**src/rtl/ra_pkg.sv**
```systemverilog
package ra_pkg;

    typedef struct packed {
        logic       ctrl;
        logic [7:0] data;
    } xcode_t;

    localparam logic [7:0] IDLE_CHAR = 8'h07;

    function automatic logic is_idle(input xcode_t c);
        return c.ctrl && (c.data == IDLE_CHAR);
    endfunction

endpackage

```
**src/rtl/ra_queue.sv**
```systemverilog
module ra_queue
    import ra_pkg::*;
#(
    parameter int DEPTH = 16
) (
    input  logic   clk,
    input  logic   clr,
    input  logic   push,
    input  logic   pop,
    input  xcode_t din,
    output xcode_t head,
    output logic   empty,
    output logic   full
);
    localparam int AW = (DEPTH > 1) ? $clog2(DEPTH) : 1;
    localparam int CW = $clog2(DEPTH + 1);

    xcode_t          mem [DEPTH];
    logic [AW-1:0]   wr_ptr;
    logic [AW-1:0]   rd_ptr;
    logic [CW-1:0]   count;

    function automatic logic [AW-1:0] bump(input logic [AW-1:0] p);
        return (p == AW'(DEPTH - 1)) ? '0 : p + 1'b1;
    endfunction

    assign empty = (count == '0);
    assign full  = (count == CW'(DEPTH));
    assign head  = mem[rd_ptr];

    always_ff @(posedge clk) begin
        if (clr) begin
            wr_ptr <= '0;
            rd_ptr <= '0;
            count  <= '0;
        end else begin
            if (push) begin
                mem[wr_ptr] <= din;
                wr_ptr      <= bump(wr_ptr);
            end
            if (pop) rd_ptr <= bump(rd_ptr);
            if (push && !pop)      count <= count + 1'b1;
            else if (pop && !push) count <= count - 1'b1;
        end
    end

    // the steering logic must never store an IDLE
    p_idle_never_stored_r1: assert property (@(posedge clk) disable iff (clr)
        push |-> !is_idle(din));

    // a dequeue only happens from a non-empty queue
    p_pop_nonempty_r4: assert property (@(posedge clk) disable iff (clr)
        pop |-> !empty);

    // occupancy never exceeds the depth
    p_no_overflow_r7: assert property (@(posedge clk) disable iff (clr)
        count <= CW'(DEPTH));

endmodule

```
**src/rtl/ra_steer.sv**
```systemverilog
module ra_steer
    import ra_pkg::*;
(
    input  logic   data_phase,
    input  logic   fec_insert,
    input  xcode_t in_code,
    input  logic   q_empty,
    input  logic   q_full,
    output logic   push,
    output logic   pop,
    output logic   lost,
    output logic   send,
    output logic   from_queue
);
    logic flowing;
    logic need_store;

    always_comb begin
        flowing    = data_phase && !fec_insert;
        send       = flowing;
        from_queue = !q_empty;
        pop        = flowing && !q_empty;
        // a code must be stored unless it goes straight out; IDLEs never are
        need_store = data_phase && !(flowing && q_empty) && !is_idle(in_code);
        push       = need_store && (!q_full || pop);
        lost       = need_store && q_full && !pop;
    end

endmodule

```
**src/rtl/ra_idle_fifo.sv**
```systemverilog
module ra_idle_fifo
    import ra_pkg::*;
#(
    parameter int DEPTH = 16
) (
    input  logic       clk,
    input  logic       rst,
    input  logic       data_phase,
    input  logic       fec_insert,
    input  logic       in_ctrl,
    input  logic [7:0] in_data,
    output logic       out_vld,
    output logic       out_ctrl,
    output logic [7:0] out_data,
    output logic       fifo_empty,
    output logic       overflow
);
    xcode_t in_code;
    xcode_t head;
    xcode_t out_code;
    logic   q_empty, q_full;
    logic   push, pop, lost, send, from_queue;
    logic   clr;

    assign in_code = '{ctrl: in_ctrl, data: in_data};
    assign clr     = rst || !data_phase;

    ra_steer u_steer (
        .data_phase (data_phase),
        .fec_insert (fec_insert),
        .in_code    (in_code),
        .q_empty    (q_empty),
        .q_full     (q_full),
        .push       (push),
        .pop        (pop),
        .lost       (lost),
        .send       (send),
        .from_queue (from_queue)
    );

    ra_queue #(.DEPTH(DEPTH)) u_queue (
        .clk   (clk),
        .clr   (clr),
        .push  (push),
        .pop   (pop),
        .din   (in_code),
        .head  (head),
        .empty (q_empty),
        .full  (q_full)
    );

    always_ff @(posedge clk) begin
        if (clr)       overflow <= 1'b0;
        else if (lost) overflow <= 1'b1;
    end

    assign out_code   = from_queue ? head : in_code;
    assign out_vld    = send;
    assign out_ctrl   = out_code.ctrl;
    assign out_data   = out_code.data;
    assign fifo_empty = q_empty;

    // nothing is sent while parity insertion runs
    p_silent_insert_r3: assert property (@(posedge clk) disable iff (rst)
        fec_insert |-> !out_vld);

    // overflow is sticky within the data phase
    p_ovf_sticky_r7: assert property (@(posedge clk) disable iff (rst)
        (overflow && data_phase) |=> overflow);

    // leaving the data phase empties the queue
    p_phase_clears_r8: assert property (@(posedge clk) disable iff (rst)
        !data_phase |=> (fifo_empty && !overflow));

    // an empty queue with insertion off forwards the input unchanged
    p_passthru_r2: assert property (@(posedge clk) disable iff (rst)
        (data_phase && !fec_insert && fifo_empty) |->
            (out_vld && out_ctrl == in_ctrl && out_data == in_data));

endmodule

```
**config.mk**
```make
export PLATFORM = sky130hd
export DESIGN_NAME = ra_idle_fifo
export DESIGN_NICKNAME = d
export VERILOG_FILES = /design/src/rtl/ra_pkg.sv /design/src/rtl/ra_queue.sv /design/src/rtl/ra_steer.sv /design/src/rtl/ra_idle_fifo.sv
export SDC_FILE = /design/constraint.sdc
export NUM_CORES = 1
export LEC_CHECK = 0
export ABC_AREA = 1
export CAP_MARGIN = 20
export CORE_MARGIN = 2
export CORE_UTILIZATION = 47
export DETAILED_ROUTE_END_ITERATION = 7
export DONT_BUFFER_PORTS = 1
export PLACE_DENSITY_LB_ADDON = 0.12
export SETUP_SLACK_MARGIN = 0.5
export SYNTH_ARGS = -nofsm -noshare
export SYNTH_HDL_FRONTEND = slang
export SYNTH_HIERARCHICAL = 1
export SYNTH_SLANG_ARGS = --single-unit
```
**constraint.sdc**
```tcl
create_clock -name clk -period 2.5 [get_ports clk]
set_input_delay 0 -clock clk [delete_from_list [all_inputs] [get_ports clk]]
set_output_delay 0 -clock clk [all_outputs]
set_load 0.02 [all_outputs]
```
Word-level counts from Yosys, hierarchy flattened
Memories as Yosys holds them, arrays and structs flattened. A register that Yosys moved wholly into a read port is not among the register bits.
Index checks and enable logic that the tools add are counted.
Widths: inputs -> output; s select.

storage, ports and cells
  bits in registers = 14
  bits in writable memories = 144
  bits of input ports = 13
  output and inout bits = 12
  logic and storage cells = 46
  memories kept = 1

memory list
  name         words  bits a word  read ports  clocked after Yosys merged registers in  wr ports  line            text
  u_queue.mem  16     9            1           1                                        1         ra_queue.sv:18  xcode_t mem [DEPTH];

operators by class
  add/subtract/negate cells = 4
  equal/unequal tests = 4
  muxes and demuxes = 10
  reductions and logical operators = 23

operator list
  kind                 number
  $mux 4               4
  $logic_and 1x1->1    11
  $mux 5               2
  $mux 9               1
  $add 4x1->4 const B  2
  $eq 4x4->1 const B   2
  $eq 8x3->1 const B   1
  $logic_not 1->1      8
  $add 5x1->5 const B  1
  $eq 5x5->1 const B   1
  $logic_not 5->1      1
  $sub 5x1->5 const B  1
  $mux 1               3
  $logic_or 1x1->1     2
  $reduce_bool 2->1    1

Depth between registers and ports, before layout
Gate-level depths: netlist (run 1).

  depth after elaboration = 11
  gate-level depth with buffers = 17
  depth with buffers taken out = 17

Hierarchy
The synthesis (run 1) kept the hierarchy.

by module, submodules not included
  module        instances  cells each  area each (um^2)  sequential area each (um^2)
  ra_queue      1          709         7120.6            4664.5
  ra_idle_fifo  1          34          158.9             20.0
  ra_steer      1          19          90.1              0.0

Worst setup path after synthesis (run 1)
Ideal clock, no wire load.

  path type = register -> register
  start = register u_queue.count[0]
  end = register u_queue.count[4]
  setup time = 115 ps
  arrival = 2438 ps
  data required time = 2385 ps
  setup slack = -53 ps
  cell stages (with the launch flop) = 17
  buffers on the path = 0
  clock period less this slack = 2553 ps
  cells stage by stage = dfxtp_1 -> nor2_1 -> nand3_1 -> nor2_1 -> inv_1 -> nand2_2 -> nand2_2 -> inv_1 -> nor2_2 -> ha_1 -> inv_1 -> ha_1 -> or2_2 -> nand3_1 -> nand2_1 -> o21ai_0 -> inv_1

on the way
  word-level cells in the longest chain between the ends = 9
  elaborated cells between the ends (all ways) = 20
  classes of those cells = add/sub: 2; eq/ne: 1; mux: 2; reduce/logical: 15

RTL lines
  element                          line                text
  from (decl)                      ra_queue.sv:21      logic [CW-1:0] count;
  from (signal assigned)           ra_queue.sv:42      if (push && !pop) count <= count + 1'b1;
  from (signal assigned)           ra_queue.sv:43      else if (pop && !push) count <= count - 1'b1;
  $logic_not 5->1 (*)              ra_queue.sv:27      assign empty = (count == '0);
  named net fifo_empty             ra_idle_fifo.sv:15  output logic fifo_empty,
  $logic_and 1x1->1                ra_steer.sv:24      need_store = data_phase && !(flowing && q_empty) && !is_idle(in_code);
  $logic_not 1->1                  ra_steer.sv:24
  $logic_and 1x1->1 (2 in series)  ra_steer.sv:24
  $logic_and 1x1->1 (*)            ra_steer.sv:25      push = need_store && (!q_full || pop);
  named net push                   ra_idle_fifo.sv:22  logic push, pop, lost, send, from_queue;
  $logic_not 1->1                  ra_queue.sv:43
  $logic_and 1x1->1                ra_queue.sv:43
  $reduce_bool 2->1 (no line)      n/a

Mark *: on every way through the listed nets, which the timed path passes. The rest lies on a longest branch. The select of a mux whose other input is x is not followed.
A chain may end at the register's enable or synchronous reset.

Worst setup path after layout (run 1)
  start = register u_queue.count[0]
  end = register u_queue.count[4]

on the way
  word-level cells in the longest chain between the ends = 9
  elaborated cells between the ends (all ways) = 20
  classes of those cells = add/sub: 2; eq/ne: 1; mux: 2; reduce/logical: 15

RTL lines
  element                          line
  $logic_not 5->1                  ra_queue.sv:27
  $logic_and 1x1->1                ra_steer.sv:24
  $logic_not 1->1                  ra_steer.sv:24
  $logic_and 1x1->1 (2 in series)  ra_steer.sv:24
  $logic_and 1x1->1 (*)            ra_steer.sv:25
  named net push                   ra_idle_fifo.sv:22
  $logic_not 1->1                  ra_queue.sv:43
  $logic_and 1x1->1                ra_queue.sv:43
  $reduce_bool 2->1 (no line)      n/a

Marks and branches as above.

==> run_results.csv, run 1 <==
group,metric,value,unit
pwr,clock_power_share,39.2,%
sta,hold_violations,0,
detailed_routing,drc_errors,0,
placement,dpl.hpwl,10800,µm
setup_path,path_class,"reg -> reg",
floorplanning,rows,45,
logic_synthesis,synth_ff_type,"edfxtp_1",
setup_path,crit_path_end_kind,"flip-flop",
pwr,internal_power,4.88,mW
pwr,p_sw_share,24.9,%
sta,fin_skew,5.66,ps
pwr,ir_drop,0.474,mV
sta,setup_tns,0,ps
floorplanning,io_pins,25,
logic_synthesis,synth_common_cells,"243 x nand2_1, 144 x edfxtp_1, 131 x inv_1",
logic_synthesis,synth_edf_count,144,
setup_path,cp.arrival,2460,ps
grt,antenna_found_initial,3,
sta,clock.fmax,0.466,GHz
clocking,cts.clk_slew.worst_paths,60,ps
floorplanning,die_w,129,µm
placement,preCtsSetupSlack,235,ps
floorplanning,dieArea,0.0167,mm²
clocking,ctsRootBufferMaster,"clkbuf_16",
clocking,clk-insertion-delay-late,420,ps
setup_path,worstPathMaxFanout,5,
detailed_routing,dr.pass1.iters,5,
logic_synthesis,synth_nets,785,
worst_hold_path,hold_path_class,"in -> reg",
detailed_routing,drt_iter0_drc,476,
logic_synthesis,syn_area_per_cell,9.67,µm²
sta,slew_headroom,38.0,%
detailed_routing,dr_total_vias,5285,
pwr,powerDensity,719,mW/mm²
sta,rsz0062_at_grt,"true",
grt,grt_max_degree,73,
sta,drv_slew,0,
cells_and_area,drive_above_1_share,18.0,%
detailed_routing,via_per_inst,5.12,
logic_synthesis,syn-cell-area,0.00737,mm²
detailed_routing,finalWirelength,20000,µm
placement,port_buffers,0,
logic_synthesis,synth_top_area_share,58.7,%
clocking,cts_tree,"built",
detailed_routing,ant_nets,0,
logic_synthesis,ys_seq_elements,162,
sta,fin_crit,2140,ps
cells_and_area,syn2layout_area_growth,22.8,%
grt,grt_pass1_wl,28600,µm
logic_synthesis,yosysTopAreaCell,"edfxtp_1",
pwr,comb_power_share,14.8,%
clocking,cts_sinks,162,
pwr,p_sw,1.62,mW
cells_and_area,final_util,59.3,%
floorplanning,core,0.0153,mm²
cells_and_area,fin_nets,831,
flow_run,maxCapViolCount,0,
sta,tightest_slew,927,ps
logic_synthesis,yosysMostFrequentCell,"nand2_1",
sta,setup_viol_count_final,0,
clocking,clockBufferDepth,2,
pwr,leakage,3.81,nW
sta,fin_crit_sh,85.8,%
grt,grt_pass1_vias,4875,
detailed_routing,routedWlPerCell,19.4,µm
setup_path,cp.required,2820,ps
logic_synthesis,synthArstFlopShare,0,%
grt,grt_use_total,24.2,%
logic_synthesis,seq_area_frac_synth,63.6,%
logic_synthesis,synth_cell_type_count,24,
sta,setup_ws,356,ps
status,run_status,"completed",
logic_synthesis,synth.area.top_cells,"edfxtp_1 59%, nand2_1 12%, nand3_1 8.0%",
setup_path,start_kind,"flip-flop",
logic_synthesis,synthCells,762,
clocking,numCtsBuffers,17,
clocking,htreeDepth,4,
pwr,seqPwrFrac,46.0,%
floorplanning,initial_core_util,48.3,%
logic_synthesis,yosys_warnings,6,
grt,grt.overflow.total,0,
floorplanning,die_h,129,µm
placement,gp_congestion,0.852,
[layout by cell type (no fill, tap or decap), drive strengths merged]
master	count
nand2	245
edfxtp	144
inv	136
nand3	118
nor2	39
buf	34
clkbuf	21
dfxtp	18
a21oi	12
dlygate4sd3	11
clkinv	11
o21ai	9
ha	9
clkinvlp	3
bufinv	3
nor3	3
xor2	2
diode	1
bufbuf	1
or2	1
fa	1
[registers in the layout, indices dropped and copies added, names as in the netlist, named ones only]
name	cells
u_queue/count	5
u_queue/wr_ptr	4
u_queue/rd_ptr	4
overflow	1
u_queue/mem	144
[layout make-up]
cell class / instances / area (µm²)
Timing Repair inverter: 2 / 25.0
Antenna cell: 1 / 2.50
Timing Repair Buffer: 48 / 566
Tap cell: 211 / 264
Fill cell: 1242 / 6210
Inverter: 138 / 558
Clock inverter: 13 / 143
Clock buffer: 19 / 433
Multi-Input combinational cell: 439 / 2360
Sequential cell: 162 / 4700
[worst paths after layout]
| check | from | to | slack (ps) | cells after the start |
|---|---|---|---|---|
| worst max-delay path | u_queue/count[0]$_SDFFE_PP0P_ | u_queue/count[4]$_SDFFE_PP0P_ | 360 | 17 |
| worst min-delay path | data_phase | overflow$_SDFFE_PP0P_ | 40 | 6 |
| worst max register to register | u_queue/count[0]$_SDFFE_PP0P_ | u_queue/count[4]$_SDFFE_PP0P_ | 360 | 17 |
| worst min register to register | u_queue/rd_ptr[3]$_SDFFE_PP0P_ | u_queue/rd_ptr[3]$_SDFFE_PP0P_ | 500 | 1 |
[kinds of logic after synthesis]
| kind of cell | count (synthesis) | synth area share (%) |
|---|---|---|
| DFF | 162 | 63.6 |
| AOI/OAI and AO/OA | 21 | 1.43 |
| and+or+nand+nor | 402 | 22.8 |
| buffers and inverters | 165 | 10.2 |
| xor gates and xnor gates | 2 | 0.238 |
| adders and majority gates | 10 | 1.80 |
[what timing repair did]
| action | 4_1_cts | 5_1_grt |
|---|---|---|
| setup buffers | 18 | 4 |
| hold buffers | 11 | 0 |
| cloned | 1 | 8 |
| setup endpoints to repair | 126 | 155 |
| endpoints found under the hold margin | 147 | 0 |
| pin swaps | 20 | 24 |
| resized for setup | 37 | 68 |
[power groups by stage]
stage,logic [mW],registers (mW),clock network [mW]
floorplan,0.456,3.04,0
global placement,0.549,3.05,0
detailed placement,0.559,3.05,0
CTS,0.732,2.99,2.58
global route,1.03,2.99,2.69
finish,0.964,2.99,2.55
[critical path: stages (launching register included)]
cell,delay (ps)
dfxtp_4,350
nor2_4,120
nand3_4,80
nor2_4,140
inv_2,50
nand2_2,80
nand2_2,60
inv_2,60
nor2_4,40
buf_6,120
ha_4,170
inv_6,80
ha_4,200
or2_4,230
nand3_2,60
nand2_1,50
o21ai_1,110
inv_1,40
[per-layer routing]
| layer | share of wire, % | GRT usage (%) |
|---|---|---|
| met1 | 44 | 32.8 |
| met2 | 48 | 38.0 |
| met3 | 5.6 | 4.95 |
| met4 | 2.4 | 10.4 |
| met5 | 0 | 0 |
[through the flow]
stage / total power [mW] / area, µm² / hold slack (ps) / std cells
after global routing: 6.71 / 9050 / 46.9 / 1033
after detailed placement: 3.61 / 7610 / 43.1 / 958
after floorplan: 3.50 / 7460 / 38.3 / 762
after global placement: 3.60 / 7610 / 43.6 / 958
final: 6.50 / 9050 / 40.4 / 1033
after CTS: 6.30 / 8660 / 25.5 / 1020
Note: power is estimated with default switching activity, not from simulation.
==> inputs of run 2 (changes only) <==
--- a/config.mk
+++ b/config.mk
@@ -7,7 +7,6 @@
 export LEC_CHECK = 0
 export ABC_AREA = 1
 export CAP_MARGIN = 20
-export CORE_MARGIN = 2
 export CORE_UTILIZATION = 47
 export DETAILED_ROUTE_END_ITERATION = 7
 export DONT_BUFFER_PORTS = 1
==> constraint.sdc (replaced) <==
create_clock -name clk -period 2.4 [get_ports clk]
set_input_delay 0 -clock clk [delete_from_list [all_inputs] [get_ports clk]]
set_output_delay 0 -clock clk [all_outputs]
set_load 0.02 [all_outputs]
==> run 2 against run 1 <==
  * Sequential share of layout area down 3.2 points
  * Die area down 3.1%
  * Power up 1.1%
  * First-iteration DRC count is 37% higher
  * Final cell count up 2.5%
  * Largest cell class unchanged
  * Largest power group unchanged
==> run_results.csv, run 2 (synthesis gave the netlist of run 1 again) <==
group,metric,value,unit
status,run_status,"completed",
cells_and_area,antenna_cells,0,
placement,port_buffers,0,
sta,tightest_slew,1040,ps
setup_path,r2r_end,"u_queue/count[4]$_SDFFE_PP0P_",
placement,dpl.hpwl,10900,µm
sta,drv_slew,0,
worst_hold_path,whs_path_depth,3,
cells_and_area,syn2layout_area_growth,30.9,%
cells_and_area,drive_above_1_share,27.0,%
pwr,powerDensity,682,mW/mm²
sta,hold_violations,0,
detailed_routing,finalWirelength,22000,µm
detailed_routing,via_per_inst,5.27,
setup_path,worstPathMaxFanout,5,
setup_path,cp.arrival,2420,ps
flow_run,maxCapViolCount,0,
grt,grt_max_degree,73,
clocking,numCtsBuffers,17,
detailed_routing,ant_nets,0,
floorplanning,dieArea,0.0162,mm²
sta,fin_skew,10.5,ps
clocking,cts.clk_slew.worst_paths,60,ps
setup_path,path_common_cell,"nor2_4",
floorplanning,io_pins,25,
sta,rsz0062_at_grt,"true",
grt,grt_pass1_vias,5265,
sta,fin_crit,2110,ps
setup_path,crit_path_end_kind,"flip-flop",
cells_and_area,fin_nets,858,
detailed_routing,drt_iter0_drc,654,
setup_path,path_class,"reg -> reg",
setup_path,cp.required,2720,ps
sta,setup_tns,0,ps
pwr,ir_drop,0.455,mV
cells_and_area,final_cell_mix,"207 x nand2_1, 144 x edfxtp_1, 123 x inv_1, 74 x nand3_1, 42 x nand3_2",
cells_and_area,final_util,63.2,%
detailed_routing,dr.pass1.iters,5,
setup_path,worst_r2r_path_depth,16,
clocking,cts_tree,"built",
sta,slew_headroom,30.5,%
cells_and_area,largest-register,"u_queue/mem",
clocking,cts_sinks,162,
setup_path,start_kind,"flip-flop",
setup_path,path_cells,"nor2_4 -> nand3_4 -> nor2_4 -> inv_2 -> nand2_2 -> nand2_2 -> inv_2 -> nor2_4 -> ha_4 -> inv_6 -> ha_4 -> or2_4 -> nand3_2 -> nand2_1 -> o21ai_1 -> inv_1",
setup_path,crit_slowest_cell,"dfxtp_4",
clocking,clk-insertion-delay-late,420,ps
grt,grt.overflow.total,0,
cells_and_area,final_common_cell,"nand2_1",
setup_path,slowest_delay,350,ps
floorplanning,die_w,127,µm
grt,grt_use_total,26.1,%
worst_hold_path,hp-start,"rst",
grt,grt_pass1_wl,30400,µm
cells_and_area,fin_cells,1059,
placement,gp_congestion,0.813,
clocking,clockBufferDepth,2,
floorplanning,die_h,127,µm
setup_path,rr_startpoint,"u_queue/count[0]$_SDFFE_PP0P_",
cells_and_area,largest_registers,"u_queue/mem: 144 flops, u_queue/count: 5 flops",
setup_path,reg2reg_setup_slack,290,ps
floorplanning,rows,45,
sta,clock.fmax,0.475,GHz
sta,setup_viol_count_final,0,
placement,place_inst,956,
worst_hold_path,hold_path_class,"in -> reg",
detailed_routing,dr_total_vias,5586,
floorplanning,initial_core_util,48.3,%
floorplanning,core,0.0153,mm²
grt,antenna_found_initial,0,
detailed_routing,routedWlPerCell,20.7,µm
clocking,ctsRootBufferMaster,"clkbuf_16",
clocking,htreeDepth,4,
detailed_routing,drc_errors,0,
pwr,leakage,4.03,nW
cells_and_area,largest_reg_flops,144,
sta,fin_crit_sh,87.8,%
[run 2: changes by cell type in the layout (fill, tap and decap cells not counted), moves of 3 or more]
cell / before / now
clkinv_1: 5 / 1
nand2_1: 218 / 207
inv_8: 0 / 3
clkinv_8: 3 / 0
nand2_4: 20 / 5
nand3_1: 115 / 74
nor2_4: 18 / 30
clkbuf_16: 19 / 25
nand3_2: 1 / 42
buf_6: 8 / 20
nor2_2: 7 / 0
nand2_2: 6 / 30
bufinv_16: 3 / 0
[run 2: worst max path at each step]
stage                                        from                            end
floorplan           u_queue/count[1]$_SDFFE_PP0P_  u_queue/count[4]$_SDFFE_PP0P_
global placement    u_queue/count[0]$_SDFFE_PP0P_  u_queue/count[3]$_SDFFE_PP0P_
detailed placement  u_queue/count[0]$_SDFFE_PP0P_  u_queue/count[4]$_SDFFE_PP0P_
CTS                 u_queue/count[0]$_SDFFE_PP0P_  u_queue/count[4]$_SDFFE_PP0P_
global route        u_queue/count[0]$_SDFFE_PP0P_  u_queue/count[4]$_SDFFE_PP0P_
finish              u_queue/count[0]$_SDFFE_PP0P_  u_queue/count[4]$_SDFFE_PP0P_
[run 2: area by class of cell]
cell class / instances / area [µm²]
inverter: 138 / 564
fill: 1229 / 5610
timing repair inverter: 3 / 52.6
sequential: 162 / 4700
clock buffer: 24 / 504
multi-input combinational: 444 / 2620
tap: 211 / 264
timing repair buffer: 69 / 886
clock inverter: 8 / 48.8
[run 2: per-layer routing]
metal | up-vias | wire length (µm) | GRT usage, %
li1 | 2613 | - | -
met5 | - | 0 | 0
met4 | 0 | 846 | 11.5
met1 | 2671 | 8920 | 35.0
met2 | 257 | 10100 | 39.9
met3 | 45 | 2120 | 7.16
[run 2: timing repair]
action / 4_1_cts / 5_1_grt
hold buffers: 11 / 0
endpoints found under the hold margin: 145 / 0
pin swaps: 29 / 53
resized for setup: 41 / 112
buffers inserted: 18 / 17
cloned: 10 / 15
setup endpoints to repair: 157 / 157
[run 2: worst max-delay path: cells and delay by family (launching register included)]
family,cells,cell delay (ps)
adders and majority gates,2,370
AOI/OAI and AO/OA,1,110
buffers and inverters,4,260
DFF,1,350
and+or+nand+nor,9,900
[run 2: through the flow]
stage	setup WS [ps]	instance area (µm²)	hold slack [ps]	power [mW]
floorplan	339	7550	38.3	3.65
global placement	325	7690	41.8	3.76
detailed placement	240	7690	41.8	3.77
CTS	324	8790	10.9	6.43
global route	160	9640	24.5	6.80
finish	294	9640	18.0	6.58
[run 2: report_power, final]
part           total [mW]  switching (mW)  internal [mW]
Clock                2.52            1.05           1.47
Combinational       0.942           0.603          0.338
Sequential           3.11          0.0204           3.09
